--- config.mk ---
export PLATFORM = sky130hd
export DESIGN_NAME = tone_code_handshake
export DESIGN_NICKNAME = d
export VERILOG_FILES = /design/src/rtl/tch_pkg.sv /design/src/rtl/tch_timer.sv /design/src/rtl/tch_code_latch.sv /design/src/rtl/tch_irq_flag.sv /design/src/rtl/tone_code_handshake.sv
export SDC_FILE = /design/constraint.sdc
export NUM_CORES = 1
export LEC_CHECK = 0
export ABC_AREA = 1
export CAP_MARGIN = 20
export CORE_UTILIZATION = 50
export CTS_CLUSTER_SIZE = 28
export DETAILED_ROUTE_END_ITERATION = 10
export PLACE_DENSITY = 0.75
export SYNTH_ARGS = -nofsm -noshare
export SYNTH_HDL_FRONTEND = slang
export SYNTH_HIERARCHICAL = 1
export SYNTH_SLANG_ARGS = --single-unit
--- constraint.sdc ---
create_clock -name clk -period 2.4 [get_ports clk]
set_input_delay 0.36 -clock clk [delete_from_list [all_inputs] [get_ports clk]]
set_output_delay 0.36 -clock clk [all_outputs]
set_load 0.02 [all_outputs]
--- src/rtl/tch_pkg.sv ---
package tch_pkg;

    localparam int CODE_W = 4;
    localparam logic [CODE_W-1:0] RESET_CODE = 4'hE;

    typedef enum logic [2:0] {
        ST_IDLE,
        ST_DELAY,
        ST_PULSE,
        ST_RISE,
        ST_HELD,
        ST_FALL
    } hs_state_t;

endpackage

--- src/rtl/tch_timer.sv ---
module tch_timer #(
    parameter int TW = 6
) (
    input  logic          clk,
    input  logic          rst,
    input  logic          load,
    input  logic [TW-1:0] load_val,
    output logic          expired
);
    logic [TW-1:0] cnt_q;

    always_ff @(posedge clk) begin
        if (rst) begin
            cnt_q <= '0;
        end else if (load) begin
            cnt_q <= load_val;
        end else if (cnt_q != '0) begin
            cnt_q <= cnt_q - 1'b1;
        end
    end

    assign expired = (cnt_q == '0);
endmodule

--- src/rtl/tch_code_latch.sv ---
module tch_code_latch
    import tch_pkg::*;
(
    input  logic              clk,
    input  logic              rst,
    input  logic              load_new,
    input  logic              stash,
    input  logic              load_pend,
    input  logic [CODE_W-1:0] code_in,
    output logic [CODE_W-1:0] q
);
    logic [CODE_W-1:0] pend_q;

    always_ff @(posedge clk) begin
        if (rst) begin
            q      <= RESET_CODE;
            pend_q <= RESET_CODE;
        end else begin
            if (load_new) begin
                q <= code_in;
            end else if (load_pend) begin
                q <= pend_q;
            end
            if (stash) begin
                pend_q <= code_in;
            end
        end
    end
endmodule

--- src/rtl/tch_irq_flag.sv ---
module tch_irq_flag (
    input  logic clk,
    input  logic rst,
    input  logic set_req,
    input  logic clr_req,
    output logic flag
);
    always_ff @(posedge clk) begin
        if (rst) begin
            flag <= 1'b0;
        end else if (clr_req) begin
            flag <= 1'b0;
        end else if (set_req) begin
            flag <= 1'b1;
        end
    end
endmodule

--- src/rtl/tone_code_handshake.sv ---
module tone_code_handshake
    import tch_pkg::*;
#(
    parameter int DELAY_CYC = 41,
    parameter int PULSE_CYC = 29,
    parameter int RISE_CYC  = 3,
    parameter int FALL_CYC  = 2
) (
    input  logic              clk,
    input  logic              rst,
    input  logic [CODE_W-1:0] code_in,
    input  logic              code_stb,
    input  logic              hold_n,
    input  logic              cs_n,
    output logic [CODE_W-1:0] q_data,
    output logic              q_oe,
    output logic              dchg,
    output logic              dchg_oe,
    output logic              irq_pull
);
    localparam int MAX_AB = (DELAY_CYC > PULSE_CYC) ? DELAY_CYC : PULSE_CYC;
    localparam int MAX_CD = (RISE_CYC > FALL_CYC) ? RISE_CYC : FALL_CYC;
    localparam int MAX_C  = (MAX_AB > MAX_CD) ? MAX_AB : MAX_CD;
    localparam int TW     = $clog2(MAX_C + 1);

    localparam logic [TW-1:0] LD_DELAY = TW'(DELAY_CYC - 1);
    localparam logic [TW-1:0] LD_PULSE = TW'(PULSE_CYC - 1);
    localparam logic [TW-1:0] LD_RISE  = TW'(RISE_CYC - 1);
    localparam logic [TW-1:0] LD_FALL  = TW'(FALL_CYC - 1);

    hs_state_t     st_q, st_d;
    logic          tmr_load;
    logic [TW-1:0] tmr_val;
    logic          tmr_done;
    logic          release_hold;
    logic          new_hold_free;
    logic          new_under_hold;

    assign new_hold_free  = code_stb && hold_n;
    assign new_under_hold = code_stb && !hold_n;

    always_ff @(posedge clk) begin
        if (rst) begin
            st_q <= ST_IDLE;
        end else begin
            st_q <= st_d;
        end
    end

    always_comb begin
        st_d         = st_q;
        tmr_load     = 1'b0;
        tmr_val      = '0;
        release_hold = 1'b0;
        if (new_hold_free) begin
            st_d     = ST_DELAY;
            tmr_load = 1'b1;
            tmr_val  = LD_DELAY;
        end else if (new_under_hold && st_q != ST_RISE && st_q != ST_HELD) begin
            st_d     = ST_RISE;
            tmr_load = 1'b1;
            tmr_val  = LD_RISE;
        end else begin
            unique case (st_q)
                ST_IDLE: begin
                    st_d = ST_IDLE;
                end
                ST_DELAY: begin
                    if (tmr_done) begin
                        st_d     = ST_PULSE;
                        tmr_load = 1'b1;
                        tmr_val  = LD_PULSE;
                    end
                end
                ST_PULSE: begin
                    if (tmr_done) st_d = ST_IDLE;
                end
                ST_RISE: begin
                    if (tmr_done) st_d = ST_HELD;
                end
                ST_HELD: begin
                    if (hold_n) begin
                        st_d         = ST_FALL;
                        tmr_load     = 1'b1;
                        tmr_val      = LD_FALL;
                        release_hold = 1'b1;
                    end
                end
                ST_FALL: begin
                    if (tmr_done) st_d = ST_IDLE;
                end
                default: st_d = ST_IDLE;
            endcase
        end
    end

    always_comb begin
        dchg = 1'b0;
        unique case (st_q)
            ST_PULSE, ST_HELD, ST_FALL: dchg = 1'b1;
            ST_IDLE, ST_DELAY, ST_RISE: dchg = 1'b0;
            default:                    dchg = 1'b0;
        endcase
        q_oe    = !cs_n;
        dchg_oe = !cs_n;
    end

    tch_timer #(.TW(TW)) timer_i (
        .clk      (clk),
        .rst      (rst),
        .load     (tmr_load),
        .load_val (tmr_val),
        .expired  (tmr_done)
    );

    tch_code_latch latch_i (
        .clk       (clk),
        .rst       (rst),
        .load_new  (new_hold_free),
        .stash     (new_under_hold),
        .load_pend (release_hold),
        .code_in   (code_in),
        .q         (q_data)
    );

    tch_irq_flag irq_i (
        .clk     (clk),
        .rst     (rst),
        .set_req (code_stb && cs_n),
        .clr_req (!cs_n),
        .flag    (irq_pull)
    );
endmodule

# ---- Yosys cells after proc, flatten, opt, wreduce, memory -nomap -nowiden
# Index checks and enable logic that the tools add are counted.
# W data, S select, Z words.
dict set report op_classes {
  add_sub_neg 1
  eq_ne 19
  n_mux 25
  bitwise_logic 1
  n_reduce_logical 19
}
# cell count
set ops {}
lappend ops {{$mux W6} 3}
lappend ops {{$mux W3} 4}
lappend ops {{$pmux W3 S4} 1}
lappend ops {{$reduce_and A4 Y1} 3}
lappend ops {{$mux W1} 10}
lappend ops {{$mux W5} 2}
lappend ops {{$pmux W5 S2} 1}
lappend ops {{$ne A3 B2 Y1 const B} 3}
lappend ops {{$mux W4} 2}
lappend ops {{$ne A4 B2 Y1 const B} 2}
lappend ops {{$eq A3 B2 Y1 const B} 2}
lappend ops {{$eq A3 B3 Y1 const B} 2}
lappend ops {{$logic_not A6 Y1} 1}
lappend ops {{$ne A2 B1 Y1 const B} 3}
lappend ops {{$ne A3 B3 Y1 const B} 2}
lappend ops {{$reduce_bool A6 Y1} 1}
lappend ops {{$reduce_or A2 Y1} 3}
lappend ops {{$reduce_or A3 Y1} 2}
lappend ops {{$sub A6 B1 Y6 const B} 1}
lappend ops {{$logic_and A1 B1 Y1} 5}
lappend ops {{$ne A4 B1 Y1 const B} 1}
lappend ops {{$ne A4 B3 Y1 const B} 1}
lappend ops {{$reduce_bool A2 Y1} 2}
lappend ops {{$eq A3 B1 Y1 const B} 1}
lappend ops {{other kinds (6)} 7}
dict set report word_totals {
  reg_bits 18
  input_bits 9
  out_inout_bits 8
  word_cells 72
}

# ---- Logic depth before layout (Yosys ltp)
dict set report logic_depth {
  ltp_word 8
  depth_mapped 13
  depth_no_buf 11
}

# ---- Cells and area by module
# Netlist, hierarchy kept.
# mod instances cells_per_inst area_per_inst_um2 seq_area_each_um2
set by_module_without_submodules {}
lappend by_module_without_submodules {tch_timer 1 61 402.9 120.1}
lappend by_module_without_submodules {tone_code_handshake 1 55 342.8 60.1}
lappend by_module_without_submodules {tch_code_latch 1 49 341.6 160.2}
lappend by_module_without_submodules {tch_irq_flag 1 6 38.8 20.0}

# ---- Worst setup path after synthesis
# OpenSTA, ideal clock, no wires.
dict set report synth_timing {
  path_kind {reg2reg}
  start {register timer_i.cnt_q[0]}
  end {register timer_i.cnt_q[0]}
  setup_ns 0.116
  arrival_ns 1.524
  required_ns 2.284
  setup_slack_ns 0.760
  path_stages_with_launch 13
  path_buffers 1
  synth_period_minus_slack_ns 1.640
  cell_sequence {dfxtp_1 inv_1 ha_1 nand3_1 inv_1 nand4_1 nand3_1 buf_6 inv_2 nand4_4 clkinv_1 nand2_1 a21oi_1}
}
dict set report synth_via {
  elab_chain_len 6
  word_cells_on_any_way 10
  cone_classes {1 x add/sub; 6 x mux; 3 x reduce/logical}
}
# element line_no
set synth_rtl {}
lappend synth_rtl {{start: declaration} tch_timer.sv:10} ;# logic [TW-1:0] cnt_q;
lappend synth_rtl {{start signal: assignment} tch_timer.sv:16} ;# cnt_q <= load_val;
lappend synth_rtl {{start signal: assignment} tch_timer.sv:18} ;# cnt_q <= cnt_q - 1'b1;
lappend synth_rtl {{$logic_not A6 Y1 *} tch_timer.sv:22} ;# assign expired = (cnt_q == '0);
lappend synth_rtl {{named net tmr_done} tone_code_handshake.sv:34} ;# logic tmr_done;
lappend synth_rtl {{$mux W1 *} tone_code_handshake.sv:69} ;# if (tmr_done) begin
lappend synth_rtl {{$pmux W1 S2 *} tone_code_handshake.sv:64} ;# unique case (st_q)
lappend synth_rtl {{$mux W1 *} tone_code_handshake.sv:59} ;# end else if (new_under_hold && st_q != ST_RISE && st_q != ST_HELD) begin
lappend synth_rtl {{$mux W1 *} tone_code_handshake.sv:55} ;# if (new_hold_free) begin
lappend synth_rtl {{named net tmr_load} tone_code_handshake.sv:32} ;# logic tmr_load;
lappend synth_rtl {{$mux W6 or $reduce_bool A2 Y1 (tied branches)} n/a}
# The timed path passes the listed nets; every way through them passes the cells marked *. The select of a mux whose other input is x is not followed.
# A chain may end at the register's enable or synchronous reset.

# ---- Worst setup path in the final report
dict set report layout_timing {
  start {register st_q[1]}
  end {output port dchg}
}
dict set report layout_via {
  elab_chain_len 3
  word_cells_on_any_way 5
  cone_classes {3 x eq/ne; 1 x mux; 1 x reduce/logical}
}
# element line_no
set layout_rtl {}
lappend layout_rtl {{start: declaration} tone_code_handshake.sv:31} ;# hs_state_t st_q, st_d;
lappend layout_rtl {{start signal: assignment} tone_code_handshake.sv:46} ;# st_q <= st_d;
lappend layout_rtl {{$eq A3 B2 Y1 or $eq A3 B3 Y1 (tied branches)} tone_code_handshake.sv:99} ;# unique case (st_q)
lappend layout_rtl {{$reduce_or A3 Y1 *} tone_code_handshake.sv:99}
lappend layout_rtl {{$mux W1 *} tone_code_handshake.sv:99}
lappend layout_rtl {{end: declaration} tone_code_handshake.sv:17} ;# output logic dchg,
# Every way passes the cells marked *; elsewhere a longest branch is shown, timed or not.

==> summary.txt <==
Status
  – Status: finished clean

CTS
  – CTS tree: yes
  – Sink Count: 18
  – Clock slew seen by the registers of the worst setup and hold paths: ~100 ps
  – Setup Buffers After CTS: 0
  – Cts bufs inserted: 3
  – Clk_lat worst skew: 280 ps
  – Post-cts sizing count: 0
  – Cts hold-fix bufs: 0
  – H-tree depth reported by CTS: 1
  – Clock buffer depth: 2
  – CTS Root Cell: clkbuf_4

Timing
  – Sum Neg Setup Slack: 0 ps
  – Final worst setup slack: 374.3 ps
  – Minimum clock period: 2026 ps
  – Slew Limit Fails: 0
  – Final period utilization: 0.8441
  – Worst Hold Slack: 481.3 ps
  – FMAX: 0.4937 GHz
  – # setup viols final: 0
  – Worst Max-Slew Pin Slew: 423.0 ps
  – Final Hold Viols: 0
  – Worst Skew: 5.428 ps
  – Relative slew slack: 0.7171
  – RSZ-0062 raised after global routing: false

Detailed routing
  – Final WL: around 2.1 mm
  – WL/cell: 9.907 um
  – Remaining DRCs: 0
  – DR vias/cell: 4.935
  – Initial DRC Count: 13
  – Via count of the routed design: 1056
  – Post-route ant nets: 0
  – 1st-pass router iterations: 4

Synthesis
  – Synth top area share: 0.3200
  – Syn_nets: 182
  – Post-synth EDFFs: 0
  – Multiplexer share of the synthesized area: 0
  – Post-synth ARST share: 0
  – FF+latch count, synth: 18
  – Yosys warning total: 6
  – Synth top area cells: dfxtp_1, nand2_1, inv_1
  – Synth Instances: 171
  – Commonest register cell after synthesis: dfxtp_1
  – Synth Area in Compound Gates: 0.1044
  – Synth Area in XOR/XNOR: 0.007778
  – Largest family of logic cells by synthesized area: simple AND/OR/NAND/NOR gates
  – Top-count cell post-synth: nand2_1
  – Commonest cells in the synthesized netlist: nand2_1, inv_1, dfxtp_1
  – Synth Area in Simple Gates: 0.4022
  – Netlist cell types: 25
  – Fraction of the mapped netlist area in adder cells: 0.02222
  – Synth area leader: dfxtp_1
  – Register area share after synthesis: 0.3200
  – Synthesized cell area: 1126 um^2
  – Mean post-synth cell area: 6.585 um^2

Setup path
  – Reg2Reg Depth: 11
  – Critical Path Source: st_q[1]
  – FF-to-FF End: timer_i/cnt_q[0]
  – CP Class: reg2out
  – CP Launch Type: flop
  – Crit path to: dchg
  – CP endpoint kind: output port
  – Largest fanout on the critical path: 9
  – CP required: 2040 ps
  – Worst path arrival time: about 1700 ps
  – R2r startpoint: timer_i/cnt_q[0]
  – R2R Setup Slk: 400 ps

Floorplanning
  – FP Rows: 16
  – Core region area: 2042 um^2
  – Initial Util: 0.5515
  – I/O pins: 17
  – DIE HEIGHT: 49.46 um
  – Die Span X: a little under 50 um
  – Die area: 2446 um^2

Hold path
  – Worst Hold Class: reg2reg

Layout
  – Post-layout net count: 200
  – Fraction of layout cells with a size suffix above 1: 0.1230
  – Util after Layout: 0.6428
  – Layout filler cell count: 201
  – Final Cell Area: 1313 um^2
  – N_diodes: 0
  – Synth-to-Final Area Change: 16.56%

Global routing
  – Largest net degree at the start of global routing: 12
  – Antenna violations before repair: 0
  – Met2 usage: 0.3493
  – Total gr overflow: 0
  – Met3 Usage GRT: 0.01852
  – Number of global-route vias before repair: 974
  – GRT busiest layer: met2
  – GRT Total Usage: 0.1930
  – First-pass GRT wire length: 3.788 mm
  – Met1 GRT Util: 0.2343

Power
  – Leak: 0.6627 nW
  – Pwr Density: 1065 nW/um^2
  – Peak VDD IR: 546.0 uV

Placement
  – GP Congestion: 0.8688
  – DP HPWL: 1.705 mm
  – Number of port buffers: 16
  – Pre-CTS setup slack: 140.2 ps
  – Placed Area: 1290 um^2

Job
  – Max_cap viols: 0
[worst max-delay path, cell delays in order (launching register included)]
cell and delay, ps:
dfxtp_1 520, a21oi_1 130, a21oi_1 120, clkdlybuf4s50_1 610
[sequential cells by signal, indices dropped and copies added, names as in the netlist]
signal          count
irq_i/flag          1
latch_i/pend_q      4
timer_i/cnt_q       6
latch_i/q           4
st_q                3
[per-stage QoR]
stage	std cells	total power [mW]
2_1_floorplan	171	1.111
3_3_place_gp	211	1.242
3_5_place_dp	211	1.257
4_1_cts	214	1.404
5_1_grt	214	1.549
6_report	214	1.397
[where the power goes]
| group | total [mW] | leakage, nW | switching (mW) | internal (mW) |
|---|---|---|---|---|
| logic | 0.789 | 0.500 | 0.483 | 0.306 |
| clock network | 0.146 | 0.0138 | 0.0877 | 0.0581 |
| registers | 0.462 | 0.149 | 0.0860 | 0.376 |
| total | 1.40 | 0.663 | 0.657 | 0.741 |
[area by class of cell]
cell class	count	area [um^2]	share of cell area
multi-input combinational	115	604.3	0.4604
tap	27	33.78	0.02574
inverter	35	131.4	0.1001
sequential	18	360.3	0.2745
timing repair buffer	16	160.2	0.1220
clock buffer	3	22.52	0.01716
[metal layers]
layer | vias up | wire length [um] | part of all wire
li1 | 564 | - | -
met1 | 469 | 1042 | 0.49
met2 | 19 | 998 | 0.47
met3 | 4 | 50 | 0.024
met4 | 0 | 29 | 0.014
met5 | - | 0 | 0
[layout by cell type, fill, tap and decap left out, types with 4 or more instances in the layout]
cell type / Yosys / layout
nand2_1: 43 / 43
a21oi_1: 15 / 15
dfxtp_1: 18 / 18
o21ai_0: 6 / 6
nor2_2: 4 / 4
clkdlybuf4s50_1: 0 / 16
nand3_1: 13 / 13
nor2_1: 14 / 14
inv_2: 6 / 6
inv_1: 28 / 28
[worst min path at each step]
stage,startpoint,to,slack [ps],cells after the start
2_1_floorplan,rst,timer_i/cnt_q[0],430,1
3_3_place_gp,latch_i/q[3],latch_i/q[3],460,2
3_5_place_dp,latch_i/q[2],latch_i/q[2],460,2
4_1_cts,latch_i/pend_q[2],latch_i/pend_q[2],480,2
5_1_grt,latch_i/pend_q[3],latch_i/pend_q[3],530,2
6_report,latch_i/pend_q[2],latch_i/pend_q[2],480,2
[logic make-up after synthesis]
kind of cell,Yosys count
simple gates,89
buf+inv,38
compound gates,23
flops,18
fa+ha+maj,2
xor+xnor,1
Power figures use the tool's default switching activity.
